File: config.mk
export PLATFORM = sky130hd
export DESIGN_NAME = sdp_loop_engine
export DESIGN_NICKNAME = d
export VERILOG_FILES = /design/src/rtl/sdp_pkg.sv /design/src/rtl/sdp_datapath.sv /design/src/rtl/sdp_loop_test.sv /design/src/rtl/sdp_fast_seq.sv /design/src/rtl/sdp_loop_engine.sv
export SDC_FILE = /design/constraint.sdc
export NUM_CORES = 2
export LEC_CHECK = 0
export CAP_MARGIN = 20
export CELL_PAD_IN_SITES_DETAIL_PLACEMENT = 1
export CELL_PAD_IN_SITES_GLOBAL_PLACEMENT = 2
export CORE_MARGIN = 4
export CORE_UTILIZATION = 43
export DETAILED_ROUTE_END_ITERATION = 7
export HOLD_SLACK_MARGIN = 0.02
export PLACE_DENSITY = 0.95
export RECOVER_POWER = 50
export SLEW_MARGIN = 15
export SYNTH_ARGS = -nofsm -noshare
export SYNTH_HDL_FRONTEND = slang
export SYNTH_HIERARCHICAL = 1
export SYNTH_SLANG_ARGS = --single-unit
export TNS_END_PERCENT = 20
File: constraint.sdc
create_clock -name clk -period 34.1 [get_ports clk]
set_input_delay 5.115 -clock clk [delete_from_list [all_inputs] [get_ports clk]]
set_output_delay 5.115 -clock clk [all_outputs]
set_load 0.01 [all_outputs]
File: src/rtl/sdp_pkg.sv
package sdp_pkg;

  typedef enum logic [3:0] {
    F_IDLE,
    F_LD_A,
    F_WT_A,
    F_LD_B,
    F_WT_B,
    F_LD_D,
    F_WT_D,
    F_SETTLE,
    F_ST_C
  } fast_st_e;

  typedef enum logic [1:0] {
    S_IDLE,
    S_ENTRY,
    S_BODY,
    S_EXIT
  } slow_st_e;

endpackage

File: src/rtl/sdp_datapath.sv
// Combinational body arithmetic: no register inside the chain.
module sdp_datapath #(
  parameter int DW = 32
) (
  input  logic [DW-1:0] x_val,
  input  logic [DW-1:0] y_val,
  input  logic [DW-1:0] dy_val,
  output logic [DW-1:0] store_val
);
  logic [DW-1:0] xm1, ym1, prod, lin;

  always_comb begin
    xm1       = x_val - DW'(1);
    ym1       = y_val - DW'(1);
    prod      = xm1 * ym1;
    lin       = dy_val + x_val + y_val;
    store_val = lin + prod;
  end
endmodule

File: src/rtl/sdp_loop_test.sv
// Loop test and increment, evaluated in the body block itself.
module sdp_loop_test #(
  parameter int AW = 32
) (
  input  logic [AW-1:0] idx,
  input  logic [AW-1:0] count,
  output logic [AW-1:0] idx_next,
  output logic          again
);
  always_comb begin
    idx_next = idx + AW'(1);
    again    = (idx_next < count);
  end
endmodule

File: src/rtl/sdp_fast_seq.sv
// Fast substate sequencer for one body block: split-phase memory accesses,
// receive registers, settle window and store.
module sdp_fast_seq
  import sdp_pkg::*;
#(
  parameter int DW         = 32,
  parameter int AW         = 32,
  parameter int SETTLE_CYC = 2
) (
  input  logic          clk,
  input  logic          rst_n,
  input  logic          go,
  input  logic [AW-1:0] idx,
  input  logic [AW-1:0] base_a,
  input  logic [AW-1:0] base_b,
  input  logic [AW-1:0] base_c,
  input  logic [AW-1:0] base_d,
  output logic          req_valid,
  input  logic          req_ready,
  output logic          req_write,
  output logic [AW-1:0] req_addr,
  output logic [DW-1:0] req_wdata,
  input  logic          rsp_valid,
  output logic          rsp_ready,
  input  logic [DW-1:0] rsp_data,
  output logic          blk_done,
  output logic          idle
);
  localparam int SCW = (SETTLE_CYC < 2) ? 1 : $clog2(SETTLE_CYC + 1);

  fast_st_e       st_q;
  logic [DW-1:0]  x_q, y_q, dy_q;
  logic [SCW-1:0] cnt_q;
  logic [DW-1:0]  store_val;

  sdp_datapath #(.DW(DW)) u_dp (
    .x_val    (x_q),
    .y_val    (y_q),
    .dy_val   (dy_q),
    .store_val(store_val)
  );

  always_ff @(posedge clk or negedge rst_n) begin
    if (!rst_n) begin
      st_q  <= F_IDLE;
      x_q   <= '0;
      y_q   <= '0;
      dy_q  <= '0;
      cnt_q <= '0;
    end else begin
      case (st_q)
        F_IDLE:   if (go) st_q <= F_LD_A;
        F_LD_A:   if (req_ready) st_q <= F_WT_A;
        F_WT_A:   if (rsp_valid) begin
                    x_q  <= rsp_data;
                    st_q <= F_LD_B;
                  end
        F_LD_B:   if (req_ready) st_q <= F_WT_B;
        F_WT_B:   if (rsp_valid) begin
                    y_q  <= rsp_data;
                    st_q <= F_LD_D;
                  end
        F_LD_D:   if (req_ready) st_q <= F_WT_D;
        F_WT_D:   if (rsp_valid) begin
                    dy_q  <= rsp_data;
                    cnt_q <= SCW'(SETTLE_CYC - 1);
                    st_q  <= F_SETTLE;
                  end
        F_SETTLE: if (cnt_q == '0) st_q <= F_ST_C;
                  else cnt_q <= cnt_q - SCW'(1);
        F_ST_C:   if (req_ready) st_q <= F_IDLE;
        default:  st_q <= F_IDLE;
      endcase
    end
  end

  always_comb begin
    req_valid = 1'b0;
    req_write = 1'b0;
    req_addr  = '0;
    req_wdata = '0;
    rsp_ready = 1'b0;
    case (st_q)
      F_LD_A: begin req_valid = 1'b1; req_addr = base_a + idx; end
      F_LD_B: begin req_valid = 1'b1; req_addr = base_b + idx; end
      F_LD_D: begin req_valid = 1'b1; req_addr = base_d + AW'(y_q); end
      F_ST_C: begin
        req_valid = 1'b1;
        req_write = 1'b1;
        req_addr  = base_c + AW'(x_q);
        req_wdata = store_val;
      end
      F_WT_A, F_WT_B, F_WT_D: rsp_ready = 1'b1;
      default: ;
    endcase
    blk_done = (st_q == F_ST_C) && req_ready;
    idle     = (st_q == F_IDLE);
  end

  AST_REQ_HOLD: assert property (@(posedge clk) disable iff (!rst_n)
    req_valid && !req_ready |=> req_valid && $stable(req_addr) &&
      $stable(req_write) && $stable(req_wdata))
    else $error("request changed under back-pressure");

  AST_LOAD_WAITS: assert property (@(posedge clk) disable iff (!rst_n)
    req_valid && req_ready && !req_write |=> rsp_ready && !req_valid)
    else $error("request issued with a load outstanding");

  AST_STORE_AFTER_SETTLE: assert property (@(posedge clk) disable iff (!rst_n)
    (st_q == F_ST_C) && !$past(st_q == F_ST_C) |->
      $past(st_q == F_SETTLE) && ($past(cnt_q) == '0))
    else $error("store entered before settle window ended");

  AST_RX_HOLD: assert property (@(posedge clk) disable iff (!rst_n)
    (st_q == F_SETTLE) |=> $stable(x_q) && $stable(y_q) && $stable(dy_q))
    else $error("receive register moved during settle");
endmodule

File: src/rtl/sdp_loop_engine.sv
// Slow-step control: entry block, repeated body block, exit block.
module sdp_loop_engine
  import sdp_pkg::*;
#(
  parameter int DW         = 32,
  parameter int AW         = 32,
  parameter int SETTLE_CYC = 2
) (
  input  logic          clk,
  input  logic          rst_n,
  input  logic          start,
  input  logic [AW-1:0] n_iter,
  input  logic [AW-1:0] base_a,
  input  logic [AW-1:0] base_b,
  input  logic [AW-1:0] base_c,
  input  logic [AW-1:0] base_d,
  output logic          busy,
  output logic          done,
  output logic          mem_req_valid,
  input  logic          mem_req_ready,
  output logic          mem_req_write,
  output logic [AW-1:0] mem_req_addr,
  output logic [DW-1:0] mem_req_wdata,
  input  logic          mem_rsp_valid,
  output logic          mem_rsp_ready,
  input  logic [DW-1:0] mem_rsp_data
);
  slow_st_e      slow_q;
  logic [AW-1:0] i_q, n_q;
  logic [AW-1:0] ba_q, bb_q, bc_q, bd_q;
  logic [AW-1:0] i_next;
  logic          again;
  logic          go, blk_done, seq_idle;

  sdp_loop_test #(.AW(AW)) u_test (
    .idx     (i_q),
    .count   (n_q),
    .idx_next(i_next),
    .again   (again)
  );

  assign go = (slow_q == S_BODY) && seq_idle;

  sdp_fast_seq #(.DW(DW), .AW(AW), .SETTLE_CYC(SETTLE_CYC)) u_seq (
    .clk      (clk),
    .rst_n    (rst_n),
    .go       (go),
    .idx      (i_q),
    .base_a   (ba_q),
    .base_b   (bb_q),
    .base_c   (bc_q),
    .base_d   (bd_q),
    .req_valid(mem_req_valid),
    .req_ready(mem_req_ready),
    .req_write(mem_req_write),
    .req_addr (mem_req_addr),
    .req_wdata(mem_req_wdata),
    .rsp_valid(mem_rsp_valid),
    .rsp_ready(mem_rsp_ready),
    .rsp_data (mem_rsp_data),
    .blk_done (blk_done),
    .idle     (seq_idle)
  );

  always_ff @(posedge clk or negedge rst_n) begin
    if (!rst_n) begin
      slow_q <= S_IDLE;
      i_q    <= '0;
      n_q    <= '0;
      ba_q   <= '0;
      bb_q   <= '0;
      bc_q   <= '0;
      bd_q   <= '0;
    end else begin
      case (slow_q)
        S_IDLE: if (start) begin
          i_q    <= '0;
          n_q    <= n_iter;
          ba_q   <= base_a;
          bb_q   <= base_b;
          bc_q   <= base_c;
          bd_q   <= base_d;
          slow_q <= S_ENTRY;
        end
        S_ENTRY: slow_q <= (n_q == '0) ? S_EXIT : S_BODY;
        S_BODY: if (blk_done) begin
          i_q    <= i_next;
          slow_q <= again ? S_BODY : S_EXIT;
        end
        S_EXIT:  slow_q <= S_IDLE;
        default: slow_q <= S_IDLE;
      endcase
    end
  end

  assign busy = (slow_q != S_IDLE);
  assign done = (slow_q == S_EXIT);

  AST_DONE_PULSE: assert property (@(posedge clk) disable iff (!rst_n)
    done |=> !done)
    else $error("done longer than one cycle");

  AST_IDLE_QUIET: assert property (@(posedge clk) disable iff (!rst_n)
    !busy |-> !mem_req_valid)
    else $error("request while idle");

  AST_ZERO_NO_REQ: assert property (@(posedge clk) disable iff (!rst_n)
    busy && (n_q == '0) |-> !mem_req_valid)
    else $error("request with zero count");

  AST_INDEX_BOUND: assert property (@(posedge clk) disable iff (!rst_n)
    mem_req_valid |-> (i_q < n_q))
    else $error("index past count");
endmodule

Word-level counts from Yosys, hierarchy flattened:

Index checks and enable logic that the tools add are counted.

* register bits: 296
* latch bits: 0
* bits in writable memories: 0
* bits in read-only memories: 0
* input bits: 197
* memories kept: 0

* add/sub/neg operators: 11
* multiply operators: 1
* div/mod/pow operators: 0
* order comparisons: 1
* equality and inequality tests: 23
* shift-type cells: 0
* muxes and demuxes: 26
* bitwise operators: 0
* reductions and logical operators: 19

Operators with widths (count)
* adder 32 bit: 7
* one-hot mux 32 bit (4 select lines): 1
* 2-to-1 mux 32 bit: 3
* one-hot mux 32 bit (2 select lines): 1
* subtractor 32 x 1 -> 32 bit (second input constant): 2
* 2-to-1 mux 4 bit: 9
* one-hot mux 4 bit (9 select lines): 1
* adder 32 x 1 -> 32 bit (second input constant): 1
* logical NOT 32 bit: 1
* less-than comparator 32 bit: 1
* multiplier 32 x 32 -> 32 bit: 1
* inequality test 2 bit (second input constant): 11
* equality test 4 x 3 -> 1 bit (second input constant): 4
* AND reduction 2 bit: 5
* AND reduction 9 bit: 1
* equality test 4 x 2 -> 1 bit (second input constant): 2
* 2-to-1 mux 2 bit: 4
* one-hot mux 2 bit (4 select lines): 1
* AND reduction 3 bit: 2
* nonzero test 2 bit: 3
* 2-to-1 mux 1 bit: 5
* equality test 2 bit (second input constant): 2
* equality test 4 x 1 -> 1 bit (second input constant): 1
* equality test 4 bit (second input constant): 1
* 9 further kinds: 11

Depth between registers and ports, before layout:

* depth after elaboration: 5
* depth in mapped cells: 39
* depth with buffers taken out: 35

Cells and area by module:

Netlist, hierarchy kept.

Modules (own cells, without submodules)
* sdp_datapath: times used 1, cells each 2265, area each 19393.6 um^2, sequential area each 0.0 um^2
* sdp_fast_seq: times used 1, cells each 1014, area each 9477.8 um^2, sequential area each 2552.4 um^2
* sdp_loop_engine: times used 1, cells each 443, area each 7318.3 um^2, sequential area each 4854.7 um^2
* sdp_loop_test: times used 1, cells each 197, area each 1416.4 um^2, sequential area each 0.0 um^2

Worst setup path before layout:

No wires, ideal clock.

* path type: register to output
* from: reg u_seq.y_q[0]
* to: out mem_req_wdata[31]
* arrival: 9331 ps
* required time: 28985 ps
* path slack: 19654 ps
* cell stages (with the launch flop): 38
* path buffers: 3
* cells stage by stage: dfrtp_1 -> buf_2 -> clkinv_1 -> clkbuf_1 -> ha_1 -> nor3b_1 -> nand3_2 -> nor2_1 -> nand3_1 -> xnor2_1 -> clkbuf_1 -> nand2_1 -> fa_1 -> inv_1 -> fa_1 -> fa_1 -> inv_1 -> fa_1 -> (+2 left out) -> fa_1 -> fa_1 -> inv_1 -> fa_1 -> inv_1 -> ha_1 -> a21o_1 -> a21o_1 -> a21o_1 -> a21o_1 -> a21o_1 -> a31oi_1 -> o31ai_1 -> a21o_1 -> a21oi_1 -> o21ai_0 -> xnor2_1 -> and2_1

* longest elaborated chain between the ends: 4
* elaborated cells between the ends (all ways): 5
* classes of those cells: 3 x add/sub; 1 x mul; 1 x mux

RTL lines
* start, declared: line sdp_fast_seq.sv:32 `logic [DW-1:0] x_q, y_q, dy_q;`
* start signal, assigned: line sdp_fast_seq.sv:60 `y_q <= rsp_data;`
* subtractor 32 x 1 -> 32 bit: line sdp_datapath.sv:14 `ym1 = y_val - DW'(1);`
* multiplier 32 x 32 -> 32 bit: line sdp_datapath.sv:15 `prod = xm1 * ym1;`
* adder 32 bit *: line sdp_datapath.sv:17 `store_val = lin + prod;`
* via u_seq.store_val[31]: line sdp_fast_seq.sv:34 `logic [DW-1:0] store_val;`
* 2-to-1 mux 32 bit *: line sdp_fast_seq.sv:83 `case (st_q)`
* end, declared: line sdp_loop_engine.sv:23 `output logic [DW-1:0] mem_req_wdata,`

The timed path passes the listed nets; every way through them passes the cells marked *.

Worst setup path in the final report:

Ends and elaborated chain as after synthesis.

==> summary.md <==
| Metric | Value |
|---|---|
| Initial antenna violation count | `18` |
| Initial Util | `43.3%` |
| Hold Path End | `u_seq/cnt_q[0]$_DFFE_PN0P_` |
| Starting DRT DRC Count | `1,727` |
| Crit. End Element | `output port` |
| Yosys cell types | `94` |
| Remaining DRCs | `0` |
| Crit share post-route | `48.6%` |
| Max-slew violation count | `352` |
| Total track usage | `26.1%` |
| Nets@finish | `5,122` |
| Port Buffers | `265` |
| Max Cap Viol | `7` |
| Synth Area per Inst | `9.60 sq um` |
| Synth Net Count | `4,890` |
| Final Setup Violations | `0` |
| Share of the synthesized area in the top cell type | `26.7%` |
| CP arrival | `11.46 ns` |
| Total grt overflow | `0` |
| Critical path's largest stage delay | `0.84 ns` |
| Crit Path Class | `flop to output port` |
| Mapped Area | `37,600 sq um` |
| Post-synth EDFFs | `0` |
| RSZ-0062 raised after global routing | `false` |
| DP HPWL | `101 mm` |
| Vias | `29,100` |
| Critical path origin | `u_seq/y_q[0]$_DFFE_PN0P_` |
| DR pass1 iterations | `5` |
| Wirelength per Cell | `22.9 microns` |
| R2r setup slk | `29.91 ns` |
| Hold path start | `u_seq/cnt_q[0]$_DFFE_PN0P_` |
| Peak fanout along the critical path | `19` |
| Synth Flop Type | `dfrtp_1` |
| Vias per cell | `5.45` |
| Leading area contributor after synthesis | `fa_1` |
| Hold Vio Cnt, Final | `0` |
| Die height | `304 microns` |
| Worst hold path class | `flop to flop` |
| Post-synth ARST share | `100%` |
| Most frequent cells in the layout | `inv_1 (722), fa_1 (502), nor2_1 (362)` |
| Tmin final | `16.58 ns` |
| # hold bufs at CTS | `0` |
| Setup TNS | `0 ns` |
| Reg2reg path depth | `6` |
| Mapped Cells | `3,919` |
| Pin count of the biggest net entering global routing | `101` |
| Status | `finished, violations left` |
| CTS tree | `built` |
| Most frequent CP cell | `fa_1` |
| Floorplan core area | `86,800 sq um` |
| Clock root buffer | `clkbuf_16` |
| Worst r2r src | `slow_q[0]$_DFFE_PN0P_` |
| Slowest-stage cell, CP | `xnor2_1` |
| Max clock buf depth | `3` |
| Clock skew | `0.0261 ns` |
| Startpoint Class | `flop` |
| Post-CTS setup buffer count | `0` |
| Worst-skew pair later-pin latency | `0.60 ns` |
| Sequential share of the synthesized area | `19.7%` |
| Gp weighted congestion | `0.933` |
| Clk slew on worst S/H paths | `0.07 ns` |
| Peak Freq | `60.3 MHz` |
| CTS H-tree depth | `1` |
| Flops & latches, synth | `296` |
| P&R area growth vs syn | `14.0%` |
| Die Area | `92,300 sq um` |
| CP bufs+invs | `6` |
| Crit path max-delay family | `adder cells` |
| Global-route wire length before repair | `188 mm` |
| Post-CTS Resized | `0` |
| Vias in the first global route | `32,600` |
| Antenna Nets Post-Route | `0` |
| Failing checks | `capacitance limit, slew limit` |
| Ratio of cells with drive above 1 in the final layout | `12.1%` |
| Synth top area cells | `fa_1 (27%), dfrtp_1 (20%), ha_1 (9.0%)` |
| # IOs | `266` |
| Max transition margin | `-265%` |
| Drt total wl | `122 mm` |
| Clock Sinks | `296` |
| Die width | `304 microns` |
| Yosys warns | `6` |
| Worst-Margin Slew | `5.47 ns` |
| Worst hold path depth | `1` |
| Crit Reg-Reg Endpoint | `ba_q[25]$_DFFE_PN0P_` |
| Row count | `108` |
| Num CTS Buffers | `29` |
| WP data required | `28.98 ns` |
| Commonest non-fill, non-tap cell in the layout | `inv_1` |
worst max-delay path by stage:
stage	slack [ns]	to	depth (start not counted)
3_5_place_dp	18.14	mem_req_wdata[31]	30
2_1_floorplan	19.65	mem_req_wdata[31]	37
3_3_place_gp	18.38	mem_req_wdata[31]	30
5_1_grt	16.88	mem_req_wdata[31]	32
6_report	17.52	mem_req_wdata[31]	30
4_1_cts	17.41	mem_req_wdata[31]	30
layout make-up:
type | count | area, sq um
Clock buffer | 35 | 778
Inverter | 725 | 2720
Fill cell | 9823 | 43900
Tap cell | 1155 | 1450
Antenna cell | 11 | 27.5
Clock inverter | 19 | 302
Timing Repair Buffer | 320 | 3050
Multi-Input combinational cell | 2779 | 27100
Sequential cell | 296 | 7410
kinds of logic (layout without fill, tap and decap cells):
group / count (synthesis) / count (layout) / synth area share, %
multiplexers: 290 / 290 / 8.67
buffers and inverters: 844 / 1099 / 8.65
AO/OA/AOI/OAI: 430 / 430 / 7.67
XOR/XNOR: 289 / 289 / 6.92
adder cells (fa/ha/maj): 774 / 774 / 35.8
AND/OR/NAND/NOR: 996 / 996 / 12.6
flip-flops: 296 / 296 / 19.7
other: 0 / 11 / 0
flip-flops by register name (all words and copies together) (netlist names):
signal and cells:
ba_q 32, bb_q 32, bc_q 32, bd_q 32
i_q 32, n_q 32, slow_q 2, u_seq/cnt_q 2
u_seq/dy_q 32, u_seq/st_q 4, u_seq/x_q 32, u_seq/y_q 32
synthesized netlist by cell type (all sizes together) (54+ instances only):
cell and number:
nand2 265, dfrtp 296, o21ai 91, nor2 364
and2 54, inv 724, nand2b 62, clkbuf 89
xnor2 218, a21oi 104, fa 502, mux2 287
a21o 59, ha 272, xor2 68
routing by layer:
metal,GRT usage (%),up-vias,part of all wire [%]
met1,31.5,15000,39
met5,0,-,0.095
met2,46.7,865,50
met4,10.5,16,4.6
met3,3.93,267,6.0
li1,-,13000,-
metrics by stage:
step	hold WS (ns)	std cells	setup WS [ns]	utilization, %	area, sq um
CTS	0.478	5326	17.41	49.4	42900
finish	0.481	5340	17.52	49.4	42900
detailed placement	0.471	5272	18.14	48.2	41800
global placement	0.459	5271	18.38	48.2	41800
global route	0.499	5333	16.88	49.4	42900
floorplan	0.445	3919	19.65	-	37600
Power is left out: the tool's default activity adds up to more than one toggle a clock period on the data nets, which glitch-free logic cannot reach.
